**src/rtl/recur_pkg.sv**
```systemverilog
package recur_pkg;

    typedef enum logic [1:0] {
        PH_IDLE = 2'd0,
        PH_1    = 2'd1,
        PH_2    = 2'd2,
        PH_3    = 2'd3
    } phase_t;

endpackage

```
**src/rtl/recur_op1.sv**
```systemverilog
// Unary operator: two's-complement halving by arithmetic shift.
module recur_op1 #(
    parameter int W = 16
) (
    input  logic [W-1:0] a,
    output logic [W-1:0] r
);
    always_comb begin
        r = {a[W-1], a[W-1:1]};
    end
endmodule

```
**src/rtl/recur_op2.sv**
```systemverilog
// Commutative binary operator: wrap-around addition.
module recur_op2 #(
    parameter int W = 16
) (
    input  logic [W-1:0] a,
    input  logic [W-1:0] b,
    output logic [W-1:0] r
);
    always_comb begin
        r = a + b;
    end
endmodule

```
**src/rtl/recur_seq.sv**
```systemverilog
// Four-phase frame sequencer: idle waits for start, then three busy phases.
module recur_seq
    import recur_pkg::*;
(
    input  logic   clk,
    input  logic   rst_n,
    input  logic   start,
    output phase_t phase
);
    phase_t ph_d, ph_q;

    always_comb begin
        ph_d = ph_q;
        case (ph_q)
            PH_IDLE: if (start) ph_d = PH_1;
            PH_1:    ph_d = PH_2;
            PH_2:    ph_d = PH_3;
            default: ph_d = PH_IDLE;
        endcase
    end

    always_ff @(posedge clk or negedge rst_n) begin
        if (!rst_n) ph_q <= PH_IDLE;
        else        ph_q <= ph_d;
    end

    assign phase = ph_q;

    AST_BUSY_RUNS_ON: assert property (@(posedge clk) disable iff (!rst_n)
        (ph_q == PH_1) |=> (ph_q == PH_2));
    AST_BUSY_ENDS: assert property (@(posedge clk) disable iff (!rst_n)
        (ph_q == PH_3) |=> (ph_q == PH_IDLE));
    AST_IDLE_WAITS: assert property (@(posedge clk) disable iff (!rst_n)
        (ph_q == PH_IDLE && !start) |=> (ph_q == PH_IDLE));
endmodule

```
**src/rtl/recur_tmux.sv**
```systemverilog
// Coupled recurrence engine with one shared halving unit and one shared adder.
module recur_tmux
    import recur_pkg::*;
#(
    parameter int W = 16
) (
    input  logic         clk,
    input  logic         rst_n,
    input  logic         in_valid,
    input  logic [W-1:0] in_x,
    output logic [W-1:0] out_y,
    output logic [W-1:0] out_w,
    output logic [W-1:0] out_z,
    output logic         out_done
);
    typedef struct packed {
        logic [W-1:0] x;    // latched sample
        logic [W-1:0] pa;   // half(w) prepared for next sample
        logic [W-1:0] pb;   // half(z) prepared for next sample
        logic [W-1:0] hw;   // half(w[n]) of current frame
        logic [W-1:0] hy;   // half(y[n]) of current frame
        logic [W-1:0] y;
        logic [W-1:0] w;
        logic [W-1:0] z;
        logic [W-1:0] w1;   // w one sample back
        logic [W-1:0] w2;   // w two samples back
        logic [W-1:0] z1;   // z one sample back
        logic         done;
    } dp_t;

    dp_t    s_d, s_q;
    phase_t phase;
    logic   accept;
    logic [W-1:0] op1_a, op1_r;
    logic [W-1:0] op2_a, op2_b, op2_r;

    assign accept = (phase == PH_IDLE) && in_valid;

    recur_seq u_seq (
        .clk   (clk),
        .rst_n (rst_n),
        .start (accept),
        .phase (phase)
    );

    recur_op1 #(.W(W)) u_op1 (.a(op1_a), .r(op1_r));
    recur_op2 #(.W(W)) u_op2 (.a(op2_a), .b(op2_b), .r(op2_r));

    // Operand steering for the shared operators.
    always_comb begin
        op1_a = '0;
        op2_a = '0;
        op2_b = '0;
        case (phase)
            PH_IDLE: begin
                op1_a = s_q.w1;
                op2_a = s_q.pa;
                op2_b = s_q.pb;
            end
            PH_1: begin
                op1_a = s_q.w;
                op2_a = s_q.x;
                op2_b = s_q.w2;
            end
            PH_2: begin
                op1_a = s_q.y;
            end
            default: begin
                op1_a = s_q.z1;
                op2_a = s_q.hw;
                op2_b = s_q.hy;
            end
        endcase
    end

    // Next-state computation.
    always_comb begin
        s_d      = s_q;
        s_d.done = 1'b0;
        case (phase)
            PH_IDLE: begin
                if (accept) begin
                    s_d.x  = in_x;
                    s_d.w  = op2_r;
                    s_d.pa = op1_r;
                end
            end
            PH_1: begin
                s_d.y  = op2_r;
                s_d.hw = op1_r;
            end
            PH_2: begin
                s_d.hy = op1_r;
            end
            default: begin
                s_d.z    = op2_r;
                s_d.pb   = op1_r;
                s_d.w2   = s_q.w1;
                s_d.w1   = s_q.w;
                s_d.z1   = op2_r;
                s_d.done = 1'b1;
            end
        endcase
    end

    always_ff @(posedge clk or negedge rst_n) begin
        if (!rst_n) s_q <= '0;
        else        s_q <= s_d;
    end

    assign out_y    = s_q.y;
    assign out_w    = s_q.w;
    assign out_z    = s_q.z;
    assign out_done = s_q.done;

    AST_DONE_ONE_CYCLE: assert property (@(posedge clk) disable iff (!rst_n)
        out_done |=> !out_done);
    AST_DONE_AFTER_FRAME: assert property (@(posedge clk) disable iff (!rst_n)
        (phase == PH_3) |=> out_done);
    AST_HIST_ONLY_AT_END: assert property (@(posedge clk) disable iff (!rst_n)
        (phase != PH_3) |=> ($stable(s_q.w1) && $stable(s_q.z1)));
    AST_IDLE_HOLD: assert property (@(posedge clk) disable iff (!rst_n)
        (phase == PH_IDLE && !in_valid) |=>
            ($stable(out_y) && $stable(out_w) && $stable(out_z)));
endmodule

```
**config.mk**
```make
export PLATFORM = sky130hd
export DESIGN_NAME = recur_tmux
export DESIGN_NICKNAME = d
export VERILOG_FILES = /design/src/rtl/recur_pkg.sv /design/src/rtl/recur_op1.sv /design/src/rtl/recur_op2.sv /design/src/rtl/recur_seq.sv /design/src/rtl/recur_tmux.sv
export SDC_FILE = /design/constraint.sdc
export NUM_CORES = 1
export LEC_CHECK = 0
export CAP_MARGIN = 30
export CORE_MARGIN = 2
export CORE_UTILIZATION = 60
export CTS_BUF_LIST = sky130_fd_sc_hd__clkbuf_4 sky130_fd_sc_hd__clkbuf_8
export CTS_CLUSTER_SIZE = 24
export DETAILED_ROUTE_END_ITERATION = 16
export PLACE_DENSITY = 0.9
export SLEW_MARGIN = 20
export SYNTH_ARGS = -nofsm -noshare
export SYNTH_HDL_FRONTEND = slang
export SYNTH_SLANG_ARGS = --single-unit
```
**constraint.sdc**
```tcl
create_clock -name clk -period 4 [get_ports clk]
set_input_delay 0.8 -clock clk [delete_from_list [all_inputs] [get_ports clk]]
set_output_delay 0.8 -clock clk [all_outputs]
set_load 0.05 [all_outputs]
```
==> results.txt <==
Clock Path Buffers: 2
CP Buf/Inv Count: 2
Slew Limit Fails: 0
most numerous cell in the Yosys netlist: dfrtp_1
PostCTS Resize Cnt: 0
routed vias/inst: 6.101
area growth from synthesis to layout: 11.59%
Post-Syn Area: 0.007923 sq mm
io pins: 68
Critical Path Max Stage Delay: 480 ps
Clk Latency, worst-skew pair: 470 ps
Antenna diodes: 0
post-CTS setup buffers: 0
critical path's top delay family: adder cells
die area: 0.01414 sq mm
Initial Util: 0.6202
site row count: 41
Hold WC Path Type: in -> async
gr usage total: 0.2580
vias: 5,277
Setup Skew: 17.37 ps
fin crit share: 0.8989
Routed Antenna Nets: 0
initial antenna violation count: 0
Hold Buf Count CTS: 0
Crit. End Element: flop
sequential fraction of the synthesis area: 0.5022
Post-Syn Area per Cell: 11.77 sq um
status: finished clean
first-pass GRT wire length: 28,690 um
worst path arrival time: 3940 ps
total grt overflow: 0
Sink Count: 159
synthesized instance count: 673
Worst Setup Start Kind: flop
Synth cell types: 40
Max-slew headroom: 0.4526
# setup viols final: 0
Multi-input gate area: 0.003397 sq mm
DRC viols: 0
Worst Path Max Fanout: 30
Mapped Nets: 712
top post-synthesis cells by area: dfrtp_1, mux2_2, buf_4
Synth Register Bits: 159
cell breakdown of the critical path: inv_1 -> ha_2 -> buf_4 -> a22oi_1 -> o21ai_0 -> ha_1 -> a21oi_1 -> nor2b_1 -> o41ai_2 -> xor2_1 -> mux2_1
max-cap viol count: 0
Yosys top cell by area: dfrtp_1
depth of the CTS H-tree: 4
Worst Tran Pin Value: 821.1 ps
met2 Use GR: 0.4494
final hold vios: 0
GRT busiest layer: met2
hpwl dp: 11,820 um
wire length per cell: 20.04 um
setup TNS: 0 ps
Core ar.: 0.01277 sq mm
Filler cells: 891
DIE HEIGHT: 118.9 um
Max Clock Freq: 278.1 MHz
number of synthesized flops with an enable pin: 0
synth warn: 0
final WL: 17,340 um
Slowest-stage cell, CP: ha_2
Layout Nets: 719
met3 usage: 0.06753
WS Path Type: reg -> reg
hold_ws: 387.4 ps
Synth async-reset ratio: 1.000
WP data required: 4350 ps
vias in the first global route: 5,567
Final Wtd Congestion: 0.9348
Clk pin slew, worst setup/hold paths: 90 ps
Post-synth top cells: dfrtp_1, mux2_2, nand2_1, buf_4, a21oi_1
TritonCTS Buffers: 17
RSZ-0062 raised after global routing: false
CTS tree: built
DR iter-0 viols: 525
post-synth top area share: 0.5022
drt pass-1 iters: 8
share of post-route cells with drive strength above 1: 0.2814
Seq. cell area: 0.003979 sq mm
Die Wd: 118.9 um
Tmin final: 3596 ps
Root Buffer: clkbuf_8
prevailing post-synth register cell: dfrtp_1
M1 GR Usage: 0.3064
PortBufs: 67
largest net degree at the start of global routing: 91
[layout by cell type (no fill, tap or decap), types with 3 or more instances in the layout]
master,count
a21oi_1,38
a21oi_2,4
a222oi_1,15
a22oi_1,28
buf_12,3
buf_4,6
bufinv_16,3
clkbuf_8,20
clkdlybuf4s50_1,66
clkinv_2,3
clkinv_4,3
dfrtp_1,159
ha_1,16
inv_1,10
mux2_1,10
mux2_2,136
mux2i_1,5
nand2_1,50
nand4_1,4
nor2_1,28
o21ai_0,36
o21ai_1,3
o21bai_1,3
xnor2_1,7
xor2_1,7
[routing by layer]
layer  part of all wire  routed length (um)
met1               0.40                6913
met2               0.53                9162
met3              0.044                 765
met4              0.029                 495
met5                  0                   0
[worst reg2reg max path, delay by kind of cell (launching register included)]
family / cells / cell delay [ps]
compound gates: 4 / 780
fa+ha+maj: 2 / 830
buf+inv: 2 / 570
flops: 1 / 430
xor+xnor: 1 / 170
simple gates: 1 / 400
mux: 1 / 290
[cells by family after synthesis]
family                     count (synthesis)  share of synthesized area
AOI/OAI and AO/OA                        140                     0.1184
and+or+nand+nor                           90                    0.04596
muxes                                    151                     0.2138
xor gates and xnor gates                  14                    0.01548
adders and majority gates                 20                    0.03253
buffers and inverters                     99                    0.07154
DFF                                      159                     0.5022
[through the flow]
stage | util | area [sq um] | instances | setup WS (ps)
after floorplan | - | 7923 | 673 | 633.3
after global placement | 0.6583 | 8409 | 833 | 620.6
after detailed placement | 0.6583 | 8409 | 833 | 465.0
after CTS | 0.6921 | 8841 | 865 | 442.7
after global routing | 0.6921 | 8841 | 865 | 220.4
final | 0.6921 | 8841 | 865 | 404.3
[worst paths after layout]
check / depth (start not counted) / to / from / slack, ps
worst max-delay path: 11 / out_w[13] / u_seq.phase[1] / 400
worst min-delay path: 1 / out_w[14] / rst_n / 390
worst max register to register: 11 / out_w[13] / u_seq.phase[1] / 400
worst min register to register: 1 / s_q[151] / s_q[151] / 500
max in group asynchronous: 2 / s_q[106] / rst_n / 2780
min in group clk: 1 / s_q[151] / s_q[151] / 500
[layout make-up]
type | count | area share
flip-flops and latches | 159 | 0.4500
multi-input cells | 415 | 0.3842
repair buffers | 76 | 0.08789
clock buffers | 20 | 0.03114
well taps | 172 | 0.02434
clock inverters | 12 | 0.01769
inverters | 11 | 0.004670
[flip-flops by register name (all words and copies together), names as in the netlist]
register	cells
out_w	16
s_q	124
out_done	1
out_y	16
u_seq.phase	2
Power is not shown: default switching activity piles up to over one toggle a cycle in this logic, so the estimate is an artifact.
